===== src/rtl/cw_pkg.sv =====
package cw_pkg;
  localparam logic [2:0] CHM_ECB = 3'b000;
  localparam logic [2:0] CHM_CBC = 3'b001;

  localparam int A_CTRL = 0;
  localparam int A_STAT = 1;
  localparam int A_DIN  = 2;
  localparam int A_DOUT = 3;
  localparam int A_IV0  = 4;

  localparam int B_EN   = 0;
  localparam int B_DEC  = 1;
  localparam int B_MODE = 2;
  localparam int B_K256 = 5;
  localparam int B_CLR  = 8;

  typedef struct packed {
    logic       enable;
    logic       decrypt;
    logic [2:0] chmode;
    logic       key256;
  } cw_cfg_t;
endpackage


===== src/rtl/cw_regs.sv =====
module cw_regs
  import cw_pkg::*;
#(
  parameter int DATA_W = 32,
  parameter int BLK_W  = 128,
  parameter int KEY_W  = 256,
  parameter int ADDR_W = 4
) (
  input  logic              clk,
  input  logic              rst,
  input  logic              wr_en,
  input  logic [ADDR_W-1:0] addr,
  input  logic [DATA_W-1:0] wdata,
  output cw_cfg_t           cfg,
  output logic [BLK_W-1:0]  iv,
  output logic [KEY_W-1:0]  key,
  output logic              clr
);
  localparam int WORDS    = BLK_W / DATA_W;
  localparam int KWORDS   = KEY_W / DATA_W;
  localparam int KEY_BASE = A_IV0 + WORDS;

  logic ctrl_wr;
  assign ctrl_wr = wr_en && (addr == ADDR_W'(A_CTRL));
  assign clr     = ctrl_wr && wdata[B_CLR];

  always_ff @(posedge clk) begin
    if (rst) begin
      cfg <= '0;
    end else if (ctrl_wr) begin
      cfg.enable <= wdata[B_EN];
      if (!cfg.enable) begin
        cfg.decrypt <= wdata[B_DEC];
        cfg.chmode  <= wdata[B_MODE +: 3];
        cfg.key256  <= wdata[B_K256];
      end
    end
  end

  for (genvar g = 0; g < WORDS; g++) begin : g_iv
    always_ff @(posedge clk) begin
      if (rst) iv[g*DATA_W +: DATA_W] <= '0;
      else if (wr_en && !cfg.enable && addr == ADDR_W'(A_IV0 + g))
        iv[g*DATA_W +: DATA_W] <= wdata;
    end
  end

  for (genvar g = 0; g < KWORDS; g++) begin : g_key
    always_ff @(posedge clk) begin
      if (rst) key[g*DATA_W +: DATA_W] <= '0;
      else if (wr_en && !cfg.enable && addr == ADDR_W'(KEY_BASE + g))
        key[g*DATA_W +: DATA_W] <= wdata;
    end
  end


  key_locked_chk: assert property (@(posedge clk) disable iff (rst)
    (cfg.enable && $past(cfg.enable)) |-> ($stable(key) && $stable(iv) && $stable(cfg.chmode)));
endmodule


===== src/rtl/cw_din_pack.sv =====
module cw_din_pack #(
  parameter int DATA_W = 32,
  parameter int BLK_W  = 128
) (
  input  logic              clk,
  input  logic              rst,
  input  logic              flush,
  input  logic              accept,
  input  logic [DATA_W-1:0] wdata,
  output logic [BLK_W-1:0]  full_blk,
  output logic              last
);
  localparam int WORDS = BLK_W / DATA_W;
  localparam int CW    = $clog2(WORDS);
  localparam int HW    = BLK_W - DATA_W;

  logic [CW-1:0] cnt;
  logic [HW-1:0] held;

  always_ff @(posedge clk) begin
    if (rst || flush) begin
      cnt  <= '0;
      held <= '0;
    end else if (accept) begin
      cnt  <= (cnt == CW'(WORDS-1)) ? '0 : cnt + 1'b1;
      held <= {held[HW-DATA_W-1:0], wdata};
    end
  end

  assign full_blk = {held, wdata};
  assign last     = accept && (cnt == CW'(WORDS-1));
endmodule


===== src/rtl/cw_chain.sv =====
module cw_chain #(
  parameter int BLK_W = 128
) (
  input  logic             clk,
  input  logic             rst,
  input  logic             enable,
  input  logic             cbc,
  input  logic             decrypt,
  input  logic [BLK_W-1:0] iv,
  input  logic             launch,
  input  logic [BLK_W-1:0] blk,
  input  logic             clr,
  input  logic             core_done,
  input  logic [BLK_W-1:0] core_dout,
  output logic             core_start,
  output logic [BLK_W-1:0] core_din,
  output logic             busy,
  output logic             done_flag,
  output logic [BLK_W-1:0] result
);
  logic [BLK_W-1:0] chain_r;
  logic [BLK_W-1:0] ct_hold;

  always_ff @(posedge clk) begin
    if (rst) begin
      chain_r    <= '0;
      ct_hold    <= '0;
      core_din   <= '0;
      core_start <= 1'b0;
      busy       <= 1'b0;
      done_flag  <= 1'b0;
      result     <= '0;
    end else if (!enable) begin
      chain_r    <= iv;
      core_start <= 1'b0;
      busy       <= 1'b0;
      done_flag  <= 1'b0;
    end else begin
      core_start <= 1'b0;
      if (clr) done_flag <= 1'b0;
      if (launch) begin
        core_din   <= (cbc && !decrypt) ? (blk ^ chain_r) : blk;
        ct_hold    <= blk;
        core_start <= 1'b1;
        busy       <= 1'b1;
      end else if (busy && core_done) begin
        busy      <= 1'b0;
        done_flag <= 1'b1;
        result    <= (cbc && decrypt) ? (core_dout ^ chain_r) : core_dout;
        if (cbc) chain_r <= decrypt ? ct_hold : core_dout;
      end
    end
  end


  flag_from_done_chk: assert property (@(posedge clk) disable iff (rst)
    $rose(done_flag) |-> $past(core_done && busy));

  no_launch_when_full_chk: assert property (@(posedge clk) disable iff (rst)
    launch |-> (!busy && !done_flag));

  abort_chk: assert property (@(posedge clk) disable iff (rst)
    !enable |=> (!busy && !done_flag && !core_start));
endmodule


===== src/rtl/blkchain_wrap.sv =====
module blkchain_wrap
  import cw_pkg::*;
#(
  parameter int DATA_W = 32,
  parameter int BLK_W  = 128,
  parameter int KEY_W  = 256,
  parameter int ADDR_W = 4
) (
  input  logic              clk,
  input  logic              rst,
  input  logic              bus_wr,
  input  logic              bus_rd,
  input  logic [ADDR_W-1:0] bus_addr,
  input  logic [DATA_W-1:0] bus_wdata,
  output logic [DATA_W-1:0] bus_rdata,
  output logic              core_start,
  output logic              core_decrypt,
  output logic              core_key256,
  output logic [KEY_W-1:0]  core_key,
  output logic [BLK_W-1:0]  core_din,
  input  logic              core_done,
  input  logic [BLK_W-1:0]  core_dout
);
  localparam int WORDS = BLK_W / DATA_W;
  localparam int OC_W  = $clog2(WORDS + 1);

  cw_cfg_t          cfg;
  logic [BLK_W-1:0] iv, full_blk, result;
  logic             clr, last, busy, done_flag, wrerr;
  logic             din_wr, din_accept, dout_rd, cbc;
  logic [OC_W-1:0]  out_cnt;
  logic [DATA_W-1:0] rd_word, ctrl_word;

  assign din_wr     = bus_wr && (bus_addr == ADDR_W'(A_DIN));
  assign din_accept = din_wr && cfg.enable && !busy && !done_flag;
  assign dout_rd    = bus_rd && (bus_addr == ADDR_W'(A_DOUT));
  assign cbc        = (cfg.chmode == CHM_CBC);

  cw_regs #(.DATA_W(DATA_W), .BLK_W(BLK_W), .KEY_W(KEY_W), .ADDR_W(ADDR_W)) u_regs (
    .clk(clk), .rst(rst), .wr_en(bus_wr), .addr(bus_addr), .wdata(bus_wdata),
    .cfg(cfg), .iv(iv), .key(core_key), .clr(clr)
  );

  cw_din_pack #(.DATA_W(DATA_W), .BLK_W(BLK_W)) u_pack (
    .clk(clk), .rst(rst), .flush(!cfg.enable), .accept(din_accept),
    .wdata(bus_wdata), .full_blk(full_blk), .last(last)
  );

  cw_chain #(.BLK_W(BLK_W)) u_chain (
    .clk(clk), .rst(rst), .enable(cfg.enable), .cbc(cbc), .decrypt(cfg.decrypt),
    .iv(iv), .launch(last), .blk(full_blk), .clr(clr),
    .core_done(core_done), .core_dout(core_dout),
    .core_start(core_start), .core_din(core_din), .busy(busy),
    .done_flag(done_flag), .result(result)
  );

  assign core_decrypt = cfg.decrypt;
  assign core_key256  = cfg.key256;

  always_ff @(posedge clk) begin
    if (rst || !cfg.enable) wrerr <= 1'b0;
    else if (din_wr && !din_accept) wrerr <= 1'b1;
    else if (clr) wrerr <= 1'b0;
  end

  always_ff @(posedge clk) begin
    if (rst || !cfg.enable) out_cnt <= '0;
    else if ((busy && core_done) || clr) out_cnt <= '0;
    else if (dout_rd && done_flag && out_cnt < OC_W'(WORDS)) out_cnt <= out_cnt + 1'b1;
  end

  always_comb begin
    rd_word = '0;
    if (done_flag)
      for (int i = 0; i < WORDS; i++)
        if (out_cnt == OC_W'(i)) rd_word = result[(WORDS-1-i)*DATA_W +: DATA_W];
    ctrl_word = '0;
    ctrl_word[B_EN]          = cfg.enable;
    ctrl_word[B_DEC]         = cfg.decrypt;
    ctrl_word[B_MODE +: 3]   = cfg.chmode;
    ctrl_word[B_K256]        = cfg.key256;
  end

  always_ff @(posedge clk) begin
    if (rst) bus_rdata <= '0;
    else if (bus_rd) begin
      case (bus_addr)
        ADDR_W'(A_CTRL): bus_rdata <= ctrl_word;
        ADDR_W'(A_STAT): bus_rdata <= DATA_W'({busy, wrerr, done_flag});
        ADDR_W'(A_DOUT): bus_rdata <= rd_word;
        default:         bus_rdata <= '0;
      endcase
    end
  end


  drained_zero_chk: assert property (@(posedge clk) disable iff (rst)
    (dout_rd && out_cnt == OC_W'(WORDS)) |=> (bus_rdata == '0));

  start_after_write_chk: assert property (@(posedge clk) disable iff (rst)
    core_start |-> $past(din_accept));
endmodule


===== config.mk =====
export PLATFORM = sky130hd
export DESIGN_NAME = blkchain_wrap
export DESIGN_NICKNAME = d
export VERILOG_FILES = /design/src/rtl/cw_pkg.sv /design/src/rtl/cw_regs.sv /design/src/rtl/cw_din_pack.sv /design/src/rtl/cw_chain.sv /design/src/rtl/blkchain_wrap.sv
export SDC_FILE = /design/constraint.sdc
export NUM_CORES = 2
export LEC_CHECK = 0
export ABC_AREA = 1
export BUFFER_PORTS_ARGS = -buffer_cell sky130_fd_sc_hd__buf_2
export CORE_AREA = 2 2 266 334
export CTS_CLUSTER_DIAMETER = 40
export DETAILED_ROUTE_END_ITERATION = 16
export DIE_AREA = 0 0 268 336
export PLACE_DENSITY = 0.7
export SLEW_MARGIN = 40
export SYNTH_ARGS = -nofsm -noshare
export SYNTH_HDL_FRONTEND = slang
export SYNTH_SLANG_ARGS = --single-unit
export TNS_END_PERCENT = 20

===== constraint.sdc =====
create_clock -name clk -period 4.9 [get_ports clk]
set_clock_uncertainty 0.2 [all_clocks]
set_input_delay 0.245 -clock clk [delete_from_list [all_inputs] [get_ports clk]]
set_output_delay 0.245 -clock clk [all_outputs]
set_load 0.03 [all_outputs]

# Yosys cells after proc, flatten, opt, wreduce, memory -nomap -nowiden
# Cells that the tools add are included.
# word_totals
reg_bits,1039
# classes
addsub,2
order_cmp,1
n_eq_ne,23
muxes,22
n_bitwise,4
reduce_logical,44
# op_table
operator,n
$mux 128,7
$xor 128x128->128,2
$mux 32,5
$pmux 32 s3,1
$eq 4x4->1 const B,8
$logic_and 1x1->1,27
$eq 4x3->1 const B,4
$eq 4x2->1 const B,2
$mux 1,8
$eq 3x1->1 const B,2
$eq 3x2->1 const B,2
$reduce_and 3->1,2
$logic_not 1->1,5
$eq 4x1->1 const B,1
$logic_not 4->1,1
$ne 2x2->1 const B,2
$reduce_and 2->1,2
$reduce_bool 2->1,2
$reduce_or 2->1,2
$add 3x1->3 const B,1
$logic_not 3->1,1
$lt 3x3->1 const B,1
$add 2x1->2 const B,1
$eq 2x2->1 const B,1
4 further kinds,6

# Longest topological paths before layout
# logic_depth
word_depth,8
ltp_mapped,13
depth_no_buf,13

# Modules after synthesis
# A second synthesis with hierarchy kept.
# hier_totals
hier_cells,7106
area_unflattened_um2,47377.9
# by_module_without_submodules
module,instances,cells_per_inst,area_per_inst_um2,seq_area_each_um2
cw_chain,1,4172,26256.4,10309.9
cw_regs,1,1854,14233.7,7807.5
cw_din_pack,1,656,4260.3,1961.9
blkchain_wrap,1,424,2627.5,720.7

# Least setup slack after synthesis
# Ideal clock, no wire load.
# synth_path
path_kind,register to register
from,register u_regs.cfg[4] (netlist name)
to,register u_chain.chain_r[85]
arrival_time_ns,1.665
slack_ns,2.906
path_stages_with_launch,9
path_buffers,3
cell_sequence,dfxtp_1 > buf_2 > clkbuf_1 > buf_2 > a21oi_1 > o21ai_0 > o21ai_0 > o21ai_0 > a21oi_1
# synth_via
elab_chain_len,5
# synth_rtl
element,line_no,source
$mux 128 (2 in series),cw_chain.sv:50,if (cbc) chain_r <= decrypt ? ct_hold : core_dout;
$mux 128,cw_chain.sv:46,end else if (busy && core_done) begin
$mux 128,cw_chain.sv:41,if (launch) begin
$mux 128,cw_chain.sv:33,end else if (!enable) begin
to (signal assigned),cw_chain.sv:34,chain_r <= iv;
to (signal assigned),cw_chain.sv:50,
to (decl),cw_chain.sv:21,logic [BLK_W-1:0] chain_r;
# No other way between the ends. The select of a mux whose other input is x is not followed.
# A chain may end at the register's enable or synchronous reset.

# Worst setup path after layout
# layout_path
from,register u_regs.cfg[3] (netlist name)
to,register u_chain.chain_r[111]
# layout_via
elab_chain_len,3
# layout_rtl
element,line_no,source
$eq 3x1->1,blkchain_wrap.sv:37,assign cbc = (cfg.chmode == CHM_CBC);
$ne 2x1->1 (no source line),-,
$reduce_and 3->1 (no source line),-,
# No other way between the ends.

==> impl_results.md <==
- RSZ-0062 raised after global routing: false
- Syn Std Cell Area: 0.0432 sq mm
- Most common cell after layout, fill and taps aside: dfxtp_1
- GPL Wtd Cong: 0.944
- Row cnt: 121
- Period utilisation layout: 68.1%
- Reg-to-Reg Start: u_regs.cfg[3]$_SDFFE_PP0P_
- Initial antenna violation count: 25
- Top cells by area, synth: dfxtp_1, o21ai_0, a21oi_1
- Worst hold path stage count: 6
- Wire per inst: 23.4 um
- Hold buffers post-CTS: 172
- Mean post-synth cell area: 7.45 sq um
- DR pass1 iterations: 7
- Min-delay src: bus_addr[0]
- Sinks on Clock Net: 1039
- CTS Buf Count: 137
- Dominant cell type by area after synthesis: dfxtp_1
- Die height: 336 um
- Max VDD drop: 289 uV
- CTS resizes: 0
- Synthesis Warnings: 0
- Core area: 0.0867 sq mm
- DIE AREA: 0.0900 sq mm
- Pleak: 22.4 nW
- Actual slew at the worst max-slew pin: 0.983 ns
- Layout Nets: 6468
- Pins Over Slew Limit: 0
- Port Buffer Count: 587
- Setup TNS: 0 ns
- Die X: 268 um
- Final Cell Area: 0.0529 sq mm
- Worst reg2reg endpoint: u_chain.chain_r[111]$_SDFFE_PP0P_
- FF+latch count, synth: 1039
- Setup Crit Path Kind: reg2reg
- Crit path DAT: 3.79 ns
- Hold worst-path end: u_regs.key[65]$_SDFFE_PP0P_
- Clk slew on worst S/H paths: 0.06 ns
- MaxCap Viol Count: 0
- Htree depth: 4
- Max_slew headroom: 34.4%
- Clk buf depth: 3
- Worst r2r path cells: 7
- Critical path required time: 5.36 ns
- Post-synthesis cell count: 5796
- Hold Vio Cnt, Final: 0
- CTS tree: built
- Clock Latency Late Sink: 0.73 ns
- Number of setup buffers added after CTS: 0
- Total Wirelength: 177000 um
- Area Growth Syn to Fin: 22.7%
- Drc violations: 0
- Grt total ovfl: 0
- First-pass GRT wire length: 256000 um
- Commonest cells after routing, fill and taps aside: dfxtp_1, o21ai_0, a21oi_1
- Post-synthesis sequential area ratio: 48.2%
- CP startpoint kind: flop
- Fmax: 0.300 GHz
- Initial Util: 49.7%
- Via-per-instance ratio: 5.68
- Pin count of the biggest net entering global routing: 202
- HP Class: in2reg
- Yosys top cell area share: 48.2%
- Post-place instance area: 0.0463 sq mm
- Overall Global Routing Usage: 38.2%
- R2R Setup Slk: 1.56 ns
- Via Count: 43000
- Final ANT Viol Nets: 0
- Starting DRT DRC Count: 4459
- Minimum clock period after layout: 3.34 ns
- Status: finished clean
- Critical Path End Type: flop
- Root Buffer: clkbuf_16
- Share of cells above drive strength 1: 15.0%
- Setup Viol. Count Final: 0
- Syn Nets: 5971
- Pwr/cell area: 382 mW/mm^2
- Number of global-route vias before repair: 39700
- Ports: 588
- Post-DP HPWL: 116000 um
- Post-synth cell types: 33
- Crit Path Max Fanout: 80
==> report_power, final <==
part | switching (mW) | internal (mW) | leakage, nW
registers | 0.0365 | 8.53 | 8.38
logic | 0.819 | 0.317 | 11.7
clock network | 3.89 | 6.64 | 2.32
total | 4.75 | 15.5 | 22.4
==> kinds of logic (layout without fill, tap and decap cells) <==
family | Yosys count | after routing | share of synthesized area [%]
xor+xnor | 188 | 188 | 3.82
fa+ha+maj | 6 | 6 | 0.174
compound gates | 2159 | 2159 | 25.6
buf+inv | 1161 | 1758 | 10.6
simple gates | 1243 | 1243 | 11.7
flops | 1039 | 1039 | 48.2
other cells | 0 | 17 | 0
==> per-layer routing <==
layer	share of wire (%)	wire length, um	track usage, %	vias up
met2	44	78500	59.4	2433
li1	-	-	-	19900
met4	8.8	15500	29.5	10
met5	0.033	59	0	-
met3	11	18800	10.1	567
met1	36	64300	44.8	20100
==> registers in the layout, indices dropped and copies added (netlist names) <==
signal / flops
u_chain.ct_hold: 128
u_chain.done_flag: 1
u_chain.result: 128
u_chain.core_din: 128
u_pack.cnt: 2
u_chain.chain_r: 128
out_cnt: 3
u_pack.held: 96
bus_rdata: 32
wrerr: 1
u_chain.busy: 1
u_regs.key: 256
u_regs.iv: 128
u_chain.core_start: 1
u_regs.cfg: 6
==> metrics by stage <==
| stage | power (mW) | hold slack, ns | std cells | setup WS [ns] | util [%] |
|---|---|---|---|---|---|
| 2_1_floorplan | 9.26 | 0.221 | 5796 | 2.91 | - |
| 3_3_place_gp | 9.71 | 0.233 | 7148 | 1.84 | 53.4 |
| 3_5_place_dp | 9.72 | 0.240 | 7148 | 1.80 | 53.4 |
| 4_1_cts | 20.2 | 0.00762 | 7559 | 1.47 | 60.9 |
| 5_1_grt | 20.7 | 0.0427 | 7568 | 1.41 | 61.0 |
| 6_report | 20.2 | 0.0538 | 7578 | 1.56 | 61.0 |
==> synth_stat cells (all sizes together) <==
| cell type | instances |
|---|---|
| a22oi | 1 |
| nor4 | 1 |
| o21a | 1 |
| xor2 | 188 |
| clkinv | 3 |
| nor3 | 5 |
| dfxtp | 1039 |
| a211oi | 5 |
| ha | 6 |
| nor2 | 629 |
| a31oi | 1 |
| or2 | 33 |
| a21oi | 915 |
| o211ai | 34 |
| a311oi | 17 |
| nand3 | 171 |
| o21ai | 1141 |
| inv | 690 |
| nand2 | 403 |
| clkbuf | 327 |
| buf | 141 |
| nand4 | 1 |
| o22ai | 44 |
==> worst max-delay path by stage <==
stage / slack, ns / cells past startpoint / start / end
2_1_floorplan: 2.91 / 8 / u_regs.cfg[4]$_SDFFE_PP0P_ / u_chain.chain_r[85]$_SDFFE_PP0P_
3_3_place_gp: 1.84 / 9 / u_regs.cfg[5]$_SDFFE_PP0N_ / u_chain.result[46]$_SDFFE_PP0P_
3_5_place_dp: 1.80 / 9 / u_regs.cfg[5]$_SDFFE_PP0N_ / u_chain.result[39]$_SDFFE_PP0P_
4_1_cts: 1.47 / 3 / u_regs.cfg[4]$_SDFFE_PP0P_ / core_decrypt
5_1_grt: 1.41 / 7 / u_regs.cfg[5]$_SDFFE_PP0N_ / u_regs.iv[114]$_SDFFE_PP0P_
6_report: 1.56 / 7 / u_regs.cfg[3]$_SDFFE_PP0P_ / u_chain.chain_r[111]$_SDFFE_PP0P_
==> critical path, cell delays in order, from the launching register on <==
cell and delay, ns:
dfxtp_1 0.34, nor3_2 0.52, nand2_1 0.18, nand2_4 0.29
buf_6 0.67, nor2_1 0.08, a311oi_1 0.26, dlygate4sd3_1 0.61
==> area by class of cell <==
type	instances	area (sq um)
diodes	17	42.5
fillers	7771	33800
clock inverters	65	951
clock buffers	174	3820
repair buffers	826	5340
well taps	1168	1460
multi-input cells	3596	17900
inverters	693	2640
flip-flops and latches	1039	20800
(Power assumes the default switching activity.)
